[config.mk]
export PLATFORM = sky130hd
export DESIGN_NAME = store_wb_buffer
export DESIGN_NICKNAME = d
export VERILOG_FILES = /design/src/rtl/swb_pkg.sv /design/src/rtl/swb_queue.sv /design/src/rtl/swb_lookup.sv /design/src/rtl/store_wb_buffer.sv
export SDC_FILE = /design/constraint.sdc
export NUM_CORES = 2
export LEC_CHECK = 0
export BUFFER_PORTS_ARGS = -buffer_cell sky130_fd_sc_hd__buf_2
export CORE_ASPECT_RATIO = 0.5
export CORE_MARGIN = 1.5
export CORE_UTILIZATION = 37
export DETAILED_ROUTE_END_ITERATION = 10
export PLACE_DENSITY = 0.52
export SLEW_MARGIN = 10
export SYNTH_ARGS = -nofsm -noshare
export SYNTH_HDL_FRONTEND = slang
export SYNTH_SLANG_ARGS = --single-unit
[constraint.sdc]
create_clock -name clk -period 21.5 [get_ports clk]
set_input_delay 1.075 -clock clk [delete_from_list [all_inputs] [get_ports clk]]
set_output_delay 1.075 -clock clk [all_outputs]
set_load 0.02 [all_outputs]
[src/rtl/swb_pkg.sv]
// Shared widths and entry type for the committed-store drain queue.
// Assumes word-aligned, full-word accesses only.
package swb_pkg;
    parameter int SWB_AW = 32;
    parameter int SWB_DW = 32;

    typedef struct packed {
        logic [SWB_AW-1:0] addr;
        logic [SWB_DW-1:0] data;
    } swb_entry_t;
endpackage

[src/rtl/swb_queue.sv]
// Circular storage of committed stores with head/tail pointers and an
// occupancy count. Assumes the parent gates push against overflow (push
// while full only together with pop) and pop against empty.
module swb_queue
    import swb_pkg::*;
#(
    parameter int DEPTH = 8,
    localparam int PW = $clog2(DEPTH),
    localparam int CW = $clog2(DEPTH + 1)
) (
    input  logic             clk,
    input  logic             rst_n,
    input  logic             push_i,
    input  swb_entry_t       push_ent_i,
    input  logic             pop_i,
    output swb_entry_t       ents_o [DEPTH],
    output logic [PW-1:0]    head_o,
    output logic [CW-1:0]    count_o
);
    logic [PW-1:0] tail_q;
    swb_entry_t    ents_q [DEPTH];

    function automatic logic [PW-1:0] wrap_inc(input logic [PW-1:0] p);
        return (p == PW'(DEPTH - 1)) ? '0 : p + 1'b1;
    endfunction

    // Advance pointers and count on enqueue/dequeue.
    always_ff @(posedge clk) begin
        if (!rst_n) begin
            head_o  <= '0;
            tail_q  <= '0;
            count_o <= '0;
        end else begin
            if (push_i) tail_q <= wrap_inc(tail_q);
            if (pop_i)  head_o <= wrap_inc(head_o);
            if (push_i && !pop_i)      count_o <= count_o + 1'b1;
            else if (pop_i && !push_i) count_o <= count_o - 1'b1;
        end
    end

    // Write the accepted store into the tail slot.
    always_ff @(posedge clk) begin
        if (push_i) ents_q[tail_q] <= push_ent_i;
    end

    assign ents_o = ents_q;

    a_r4_no_overflow: assert property (@(posedge clk) disable iff (!rst_n)
        count_o <= CW'(DEPTH));
    a_r3_pop_nonempty: assert property (@(posedge clk) disable iff (!rst_n)
        pop_i |-> count_o != '0);
    a_r5_full_tail_hold: assert property (@(posedge clk) disable iff (!rst_n)
        (count_o == CW'(DEPTH) && !pop_i) |=> $stable(tail_q));
endmodule

[src/rtl/swb_lookup.sv]
// Searches held entries for a load address and registers the result, so
// hit and miss both arrive exactly one cycle after the lookup. Scans from
// oldest to youngest so the youngest match wins. Assumes entries at
// positions head..head+count-1 (modulo DEPTH) are the valid ones.
module swb_lookup
    import swb_pkg::*;
#(
    parameter int DEPTH = 8,
    localparam int PW = $clog2(DEPTH),
    localparam int CW = $clog2(DEPTH + 1)
) (
    input  logic              clk,
    input  logic              rst_n,
    input  swb_entry_t        ents_i [DEPTH],
    input  logic [PW-1:0]     head_i,
    input  logic [CW-1:0]     count_i,
    input  logic              ld_valid_i,
    input  logic [SWB_AW-1:0] ld_addr_i,
    output logic              fwd_hit_o,
    output logic [SWB_DW-1:0] fwd_data_o
);
    logic              hit_c;
    logic [SWB_DW-1:0] data_c;

    // Age-ordered match; a younger match overrides an older one.
    always_comb begin
        hit_c  = 1'b0;
        data_c = '0;
        for (int k = 0; k < DEPTH; k++) begin
            logic [PW-1:0] sel;
            sel = PW'((int'(head_i) + k) % DEPTH);
            if (k < int'(count_i) && ents_i[sel].addr == ld_addr_i) begin
                hit_c  = 1'b1;
                data_c = ents_i[sel].data;
            end
        end
    end

    // Register the result for fixed one-cycle latency.
    always_ff @(posedge clk) begin
        if (!rst_n) begin
            fwd_hit_o  <= 1'b0;
            fwd_data_o <= '0;
        end else begin
            fwd_hit_o  <= ld_valid_i && hit_c;
            fwd_data_o <= (ld_valid_i && hit_c) ? data_c : '0;
        end
    end

    a_r7_hit_needs_entry: assert property (@(posedge clk) disable iff (!rst_n)
        fwd_hit_o |-> $past(count_i) != '0);
    a_r8_idle_no_hit: assert property (@(posedge clk) disable iff (!rst_n)
        !ld_valid_i |=> !fwd_hit_o);
endmodule

[src/rtl/store_wb_buffer.sv]
// Committed-store drain queue with load forwarding. Accepts one store per
// cycle from commit, drains the oldest to the cache via req/ack, and
// answers load lookups one cycle later with the youngest matching data.
// Assumes mem_ack is only raised while mem_req is high.
module store_wb_buffer
    import swb_pkg::*;
#(
    parameter int DEPTH = 8,
    localparam int AW = SWB_AW,
    localparam int DW = SWB_DW,
    localparam int PW = $clog2(DEPTH),
    localparam int CW = $clog2(DEPTH + 1)
) (
    input  logic          clk,
    input  logic          rst_n,
    input  logic          st_valid,
    input  logic [AW-1:0] st_addr,
    input  logic [DW-1:0] st_data,
    output logic          wb_full,
    output logic          mem_req,
    output logic [AW-1:0] mem_addr,
    output logic [DW-1:0] mem_data,
    input  logic          mem_ack,
    input  logic          ld_valid,
    input  logic [AW-1:0] ld_addr,
    output logic          fwd_hit,
    output logic [DW-1:0] fwd_data
);
    swb_entry_t    ents [DEPTH];
    swb_entry_t    new_ent;
    logic [PW-1:0] head;
    logic [CW-1:0] count;
    logic          do_pop;
    logic          do_push;

    // Derive handshake decisions from occupancy and the cache acknowledge.
    always_comb begin
        wb_full  = (count == CW'(DEPTH));
        mem_req  = (count != '0);
        do_pop   = mem_ack && mem_req;
        do_push  = st_valid && (!wb_full || do_pop);
        new_ent  = '{addr: st_addr, data: st_data};
        mem_addr = ents[head].addr;
        mem_data = ents[head].data;
    end

    swb_queue #(.DEPTH(DEPTH)) u_queue (
        .clk        (clk),
        .rst_n      (rst_n),
        .push_i     (do_push),
        .push_ent_i (new_ent),
        .pop_i      (do_pop),
        .ents_o     (ents),
        .head_o     (head),
        .count_o    (count)
    );

    swb_lookup #(.DEPTH(DEPTH)) u_lookup (
        .clk        (clk),
        .rst_n      (rst_n),
        .ents_i     (ents),
        .head_i     (head),
        .count_i    (count),
        .ld_valid_i (ld_valid),
        .ld_addr_i  (ld_addr),
        .fwd_hit_o  (fwd_hit),
        .fwd_data_o (fwd_data)
    );

    a_r2_req_hold: assert property (@(posedge clk) disable iff (!rst_n)
        (mem_req && !mem_ack) |=> (mem_req && $stable(mem_addr) && $stable(mem_data)));
    a_r6_full_hold: assert property (@(posedge clk) disable iff (!rst_n)
        (wb_full && !mem_ack) |=> wb_full);
    a_r6_full_swap: assert property (@(posedge clk) disable iff (!rst_n)
        (wb_full && mem_ack && st_valid) |=> wb_full);
    a_r4_full_leave: assert property (@(posedge clk) disable iff (!rst_n)
        $fell(wb_full) |-> $past(mem_ack));
endmodule

==> results.yml <==
sta:
  layout_worst_path_cycle_share_pct: 38.97
  totalNegativeSetupSlack_ps: 0
  worstMarginPinSlew_ps: 1364
  worst_slew_margin_rel_pct: 8.707
  hold_viol: 0
  report.final.setup_viol: 0
  achievable-frequency_ghz: 0.1194
  slew_violations: 0
  fin_skew_ps: 29.00
  final_critical_delay_including_setup_and_external_delays_ps: 8378
  rsz0062_at_grt: "no"
synthesis:
  synth-async-reset-ratio_pct: 0
  synth-warning-count: 0
  synth_flop_cell: "sky130_fd_sc_hd__edfxtp_1"
  post_synth_inst_count: 3265
  mappedNetlistArea_sq_um: 43960
  mappedNetlistNets: 3375
  synth.yosys.seq_area_share_pct: 36.93
  post_synth.cell_area_avg_sq_um: 13.46
  synth_enable_flop_cells: 512
  yosys_register_bits: 555
  ys_types: 79
power:
  power.share.combinational_pct: 53.2
  seq_power_share_pct: 25.2
  netSwitchingPower_uw: 2064
  p_leak_uw: 0.01445
  internal-power_uw: 3029
  ir_worst_vdd_mv: 0.1110
  power_frac_clock_pct: 21.6
  cellPowerDensity_nw_per_um2: 106.5
  switching_share_pct: 40.53
die:
  core_area_sq_um: 117800
  die_area_sq_um: 121000
  ios: 200
  die_w_um: 490.5
  placement_rows: 89
  chipHeight_um: 246.7
  initial_core_util_pct: 37.31
setup_path:
  setup.worst_path.start_class: "register"
  capturing_element_type_of_the_critical_path: "register"
  worst-path-max-fanout: 137
  crit_arrival_ps: 8900
  cp_data_required_time_ps: 22020
  worstSetupPathType: "register to register"
global_route:
  grt_start_max_net_pins: 145
  grt.overflow.total: 0
  antenna_found_initial: 18
  global_route_wire_length_before_repair_um: 226300
  number_of_global_route_vias_before_repair: 31047
  grt_usage_pct: 25.46
cts:
  tritoncts_clock_tree: "built"
  cts.htree.levels: 2
  cts.sink_count: 555
  cts_root_buf: "sky130_fd_sc_hd__clkbuf_16"
  post_cts.resized_instances: 0
  clk_path_buf_depth: 3
  cts_post_setup_buffers_inserted: 0
  numCtsBuffers: 58
  cts.hold.buffers_added: 0
  worst_setup_hold_path_clk_slew_ps: 70
  insertion_delay_ps: 690
detailed_routing:
  detailedRoute.firstPassIterationCount: 6
  ant_nets_after_route: 0
  finalWirelength_um: 157400
  drt_iter0_drc: 3954
  drt_drc_violations_left: 0
  vias: 32056
  route.detailed.vias_per_inst: 6.521
  detail_route.wl_per_cell_um: 32.02
outcome:
  status: "finished clean"
finish:
  num-nets-final: 3378
  drive_above_1_share_pct: 32.16
  final_util_pct: 40.60
  area_growth_pct: 8.800
  filler_cell_count: 10949
place:
  number_of_buffer_cells_added_on_primary_ports: 199
  place_hpwl_um: 102500
  gpl.final_weighted_congestion: 0.9671
worst_hold_path:
  min_path_type: "register to register"
run:
  timing.max_cap.violations: 0
==> power by group through the flow <==
stage          Sequential [uW]  Clock, uW  Combinational [uW]
6_report                  1280       1100                2710
5_1_grt                   1290       1160                2870
4_1_cts                   1280       1120                2700
3_5_place_dp              1300          0                2690
3_3_place_gp              1300          0                2680
2_1_floorplan             1270          0                2080
==> per-stage QoR <==
stage / area [sq um] / worst slack [ps] / power (uW) / instances / hold WS (ps)
after floorplan: 43960 / 13490 / 3349 / 3265 / 511.2
after global placement: 45790 / 13260 / 3979 / 4800 / 583.0
after detailed placement: 45790 / 13160 / 3993 / 4800 / 582.1
after CTS: 47810 / 13140 / 5102 / 4907 / 594.1
after global routing: 47830 / 12780 / 5315 / 4914 / 639.9
final: 47830 / 13120 / 5093 / 4916 / 598.9
==> final timing paths <==
path                                        from  cells after the start  slack (ps)                                  to
setup / recovery  u_queue.head_o[0]$_SDFFE_PN0P_                     16       13120  u_lookup.fwd_data_o[30]$_SDFF_PN0_
hold / removal    u_queue.tail_q[2]$_SDFFE_PN0P_                      2         600      u_queue.tail_q[2]$_SDFFE_PN0P_
setup reg to reg  u_queue.head_o[0]$_SDFFE_PN0P_                     16       13120  u_lookup.fwd_data_o[30]$_SDFF_PN0_
hold reg to reg   u_queue.tail_q[2]$_SDFFE_PN0P_                      2         600      u_queue.tail_q[2]$_SDFFE_PN0P_
==> synthesized netlist by cell type, types with 7 or more instances <==
| cell type | instances | area share (%) |
|---|---|---|
| sky130_fd_sc_hd__nand3_1 | 88 | 1.0 |
| sky130_fd_sc_hd__dfxtp_1 | 43 | 2.0 |
| sky130_fd_sc_hd__inv_1 | 18 | 0.15 |
| sky130_fd_sc_hd__nand2_1 | 382 | 3.3 |
| sky130_fd_sc_hd__buf_12 | 10 | 0.46 |
| sky130_fd_sc_hd__xnor2_1 | 149 | 3.0 |
| sky130_fd_sc_hd__nor3b_1 | 16 | 0.27 |
| sky130_fd_sc_hd__clkbuf_1 | 99 | 0.85 |
| sky130_fd_sc_hd__nand3b_1 | 7 | 0.12 |
| sky130_fd_sc_hd__o21ai_0 | 79 | 0.90 |
| sky130_fd_sc_hd__o221a_2 | 10 | 0.26 |
| sky130_fd_sc_hd__mux4_2 | 541 | 28 |
| sky130_fd_sc_hd__mux2_2 | 40 | 1.0 |
| sky130_fd_sc_hd__nor4_1 | 19 | 0.27 |
| sky130_fd_sc_hd__a31oi_1 | 7 | 0.10 |
| sky130_fd_sc_hd__o221a_1 | 22 | 0.56 |
| sky130_fd_sc_hd__edfxtp_1 | 512 | 35 |
| sky130_fd_sc_hd__a21oi_1 | 26 | 0.30 |
| sky130_fd_sc_hd__a32oi_1 | 12 | 0.24 |
| sky130_fd_sc_hd__xor2_1 | 108 | 2.2 |
| sky130_fd_sc_hd__buf_8 | 7 | 0.24 |
| sky130_fd_sc_hd__and3_1 | 11 | 0.16 |
| sky130_fd_sc_hd__buf_6 | 29 | 0.74 |
| sky130_fd_sc_hd__nand4_1 | 105 | 1.5 |
| sky130_fd_sc_hd__nor3_1 | 27 | 0.31 |
| sky130_fd_sc_hd__o2111ai_1 | 36 | 0.72 |
| sky130_fd_sc_hd__nor3b_2 | 31 | 0.88 |
| sky130_fd_sc_hd__o22ai_1 | 47 | 0.67 |
| sky130_fd_sc_hd__and2_1 | 10 | 0.14 |
| sky130_fd_sc_hd__nor2_1 | 41 | 0.35 |
| sky130_fd_sc_hd__a211oi_1 | 8 | 0.14 |
| sky130_fd_sc_hd__ha_1 | 9 | 0.26 |
| sky130_fd_sc_hd__mux4_1 | 7 | 0.42 |
| sky130_fd_sc_hd__buf_4 | 33 | 0.56 |
| sky130_fd_sc_hd__buf_1 | 50 | 0.43 |
| sky130_fd_sc_hd__nor2b_1 | 13 | 0.18 |
| sky130_fd_sc_hd__mux2i_1 | 366 | 8.3 |
| sky130_fd_sc_hd__a22oi_1 | 26 | 0.44 |
| sky130_fd_sc_hd__nand2b_1 | 8 | 0.11 |
| sky130_fd_sc_hd__buf_2 | 103 | 1.2 |
| sky130_fd_sc_hd__a2111oi_2 | 32 | 1.1 |
==> final cells by class <==
| type | instances | area, sq um | area share [%] |
|---|---|---|---|
| multi-input combinational | 2357 | 25870 | 54.08 |
| sequential | 555 | 16250 | 33.97 |
| tap | 1592 | 1992 | 4.164 |
| timing repair buffer | 274 | 1597 | 3.338 |
| clock buffer | 65 | 1509 | 3.155 |
| clock inverter | 42 | 510.5 | 1.067 |
| inverter | 22 | 85.08 | 0.1779 |
| antenna | 9 | 22.52 | 0.04709 |
==> cell usage in the layout, fill, tap and decap left out, types with 11 or more instances in the layout <==
master	count
sky130_fd_sc_hd__xnor2_1	147
sky130_fd_sc_hd__mux2i_1	366
sky130_fd_sc_hd__buf_4	72
sky130_fd_sc_hd__inv_1	18
sky130_fd_sc_hd__dfxtp_1	40
sky130_fd_sc_hd__nor3_1	22
sky130_fd_sc_hd__edfxtp_1	512
sky130_fd_sc_hd__a2111oi_2	32
sky130_fd_sc_hd__nor3b_1	16
sky130_fd_sc_hd__nor2_1	38
sky130_fd_sc_hd__nor3b_2	31
sky130_fd_sc_hd__mux2_2	40
sky130_fd_sc_hd__nand3_1	87
sky130_fd_sc_hd__nand2_1	382
sky130_fd_sc_hd__a32oi_1	12
sky130_fd_sc_hd__clkinv_1	13
sky130_fd_sc_hd__clkbuf_16	59
sky130_fd_sc_hd__nor2b_1	13
sky130_fd_sc_hd__o21ai_0	79
sky130_fd_sc_hd__nand4_1	105
sky130_fd_sc_hd__a22oi_1	26
sky130_fd_sc_hd__buf_2	199
sky130_fd_sc_hd__nor4_1	17
sky130_fd_sc_hd__bufinv_16	11
sky130_fd_sc_hd__mux4_2	541
sky130_fd_sc_hd__o2111ai_1	36
sky130_fd_sc_hd__o22ai_1	47
sky130_fd_sc_hd__o221a_1	22
sky130_fd_sc_hd__xor2_1	107
sky130_fd_sc_hd__a21oi_1	26
==> worst max-delay path, stage by stage (launching register included) <==
cell	delay, ps
sky130_fd_sc_hd__dfxtp_4	890
sky130_fd_sc_hd__inv_2	30
sky130_fd_sc_hd__buf_4	340
sky130_fd_sc_hd__ha_4	840
sky130_fd_sc_hd__buf_12	730
sky130_fd_sc_hd__buf_4	660
sky130_fd_sc_hd__mux4_2	600
sky130_fd_sc_hd__mux2i_1	180
sky130_fd_sc_hd__xnor2_1	210
sky130_fd_sc_hd__nor4_1	160
sky130_fd_sc_hd__nand4_1	280
sky130_fd_sc_hd__inv_1	160
sky130_fd_sc_hd__buf_4	300
sky130_fd_sc_hd__a211oi_4	990
sky130_fd_sc_hd__buf_4	440
sky130_fd_sc_hd__and4b_4	860
sky130_fd_sc_hd__a2111oi_2	110
==> state kept, by name, summed over array words and instances (netlist names) <==
register	count
u_lookup.fwd_data_o	32
u_lookup.fwd_hit_o	1
u_queue.count_o	4
u_queue.tail_q	3
u_queue.head_o	3
u_queue.ents_o	512
==> layer usage <==
layer | track usage [%] | vias up | routed length, um | part of all wire [%]
met1 | 33.41 | 16767 | 62600 | 40
met2 | 42.03 | 1602 | 75370 | 48
met5 | 0 | - | 53 | 0.034
met4 | 8.851 | 10 | 5828 | 3.7
li1 | - | 13341 | - | -
met3 | 5.208 | 336 | 13570 | 8.6
==> cells by family (layout without fill, tap and decap cells) <==
group                      count (synthesis)  in the layout  synth area share (%)
buffers and inverters                    353            403                 4.633
AOI/OAI and AO/OA                        348            348                 6.236
other                                      0              9                     0
and+or+nand+nor                          787            787                 9.258
muxes                                    954            954                 37.49
xor gates and xnor gates                 259            259                 5.194
adders and majority gates                  9              9                0.2562
DFF                                      555            555                 36.93
No activity file was read; power rests on OpenSTA's default activity.
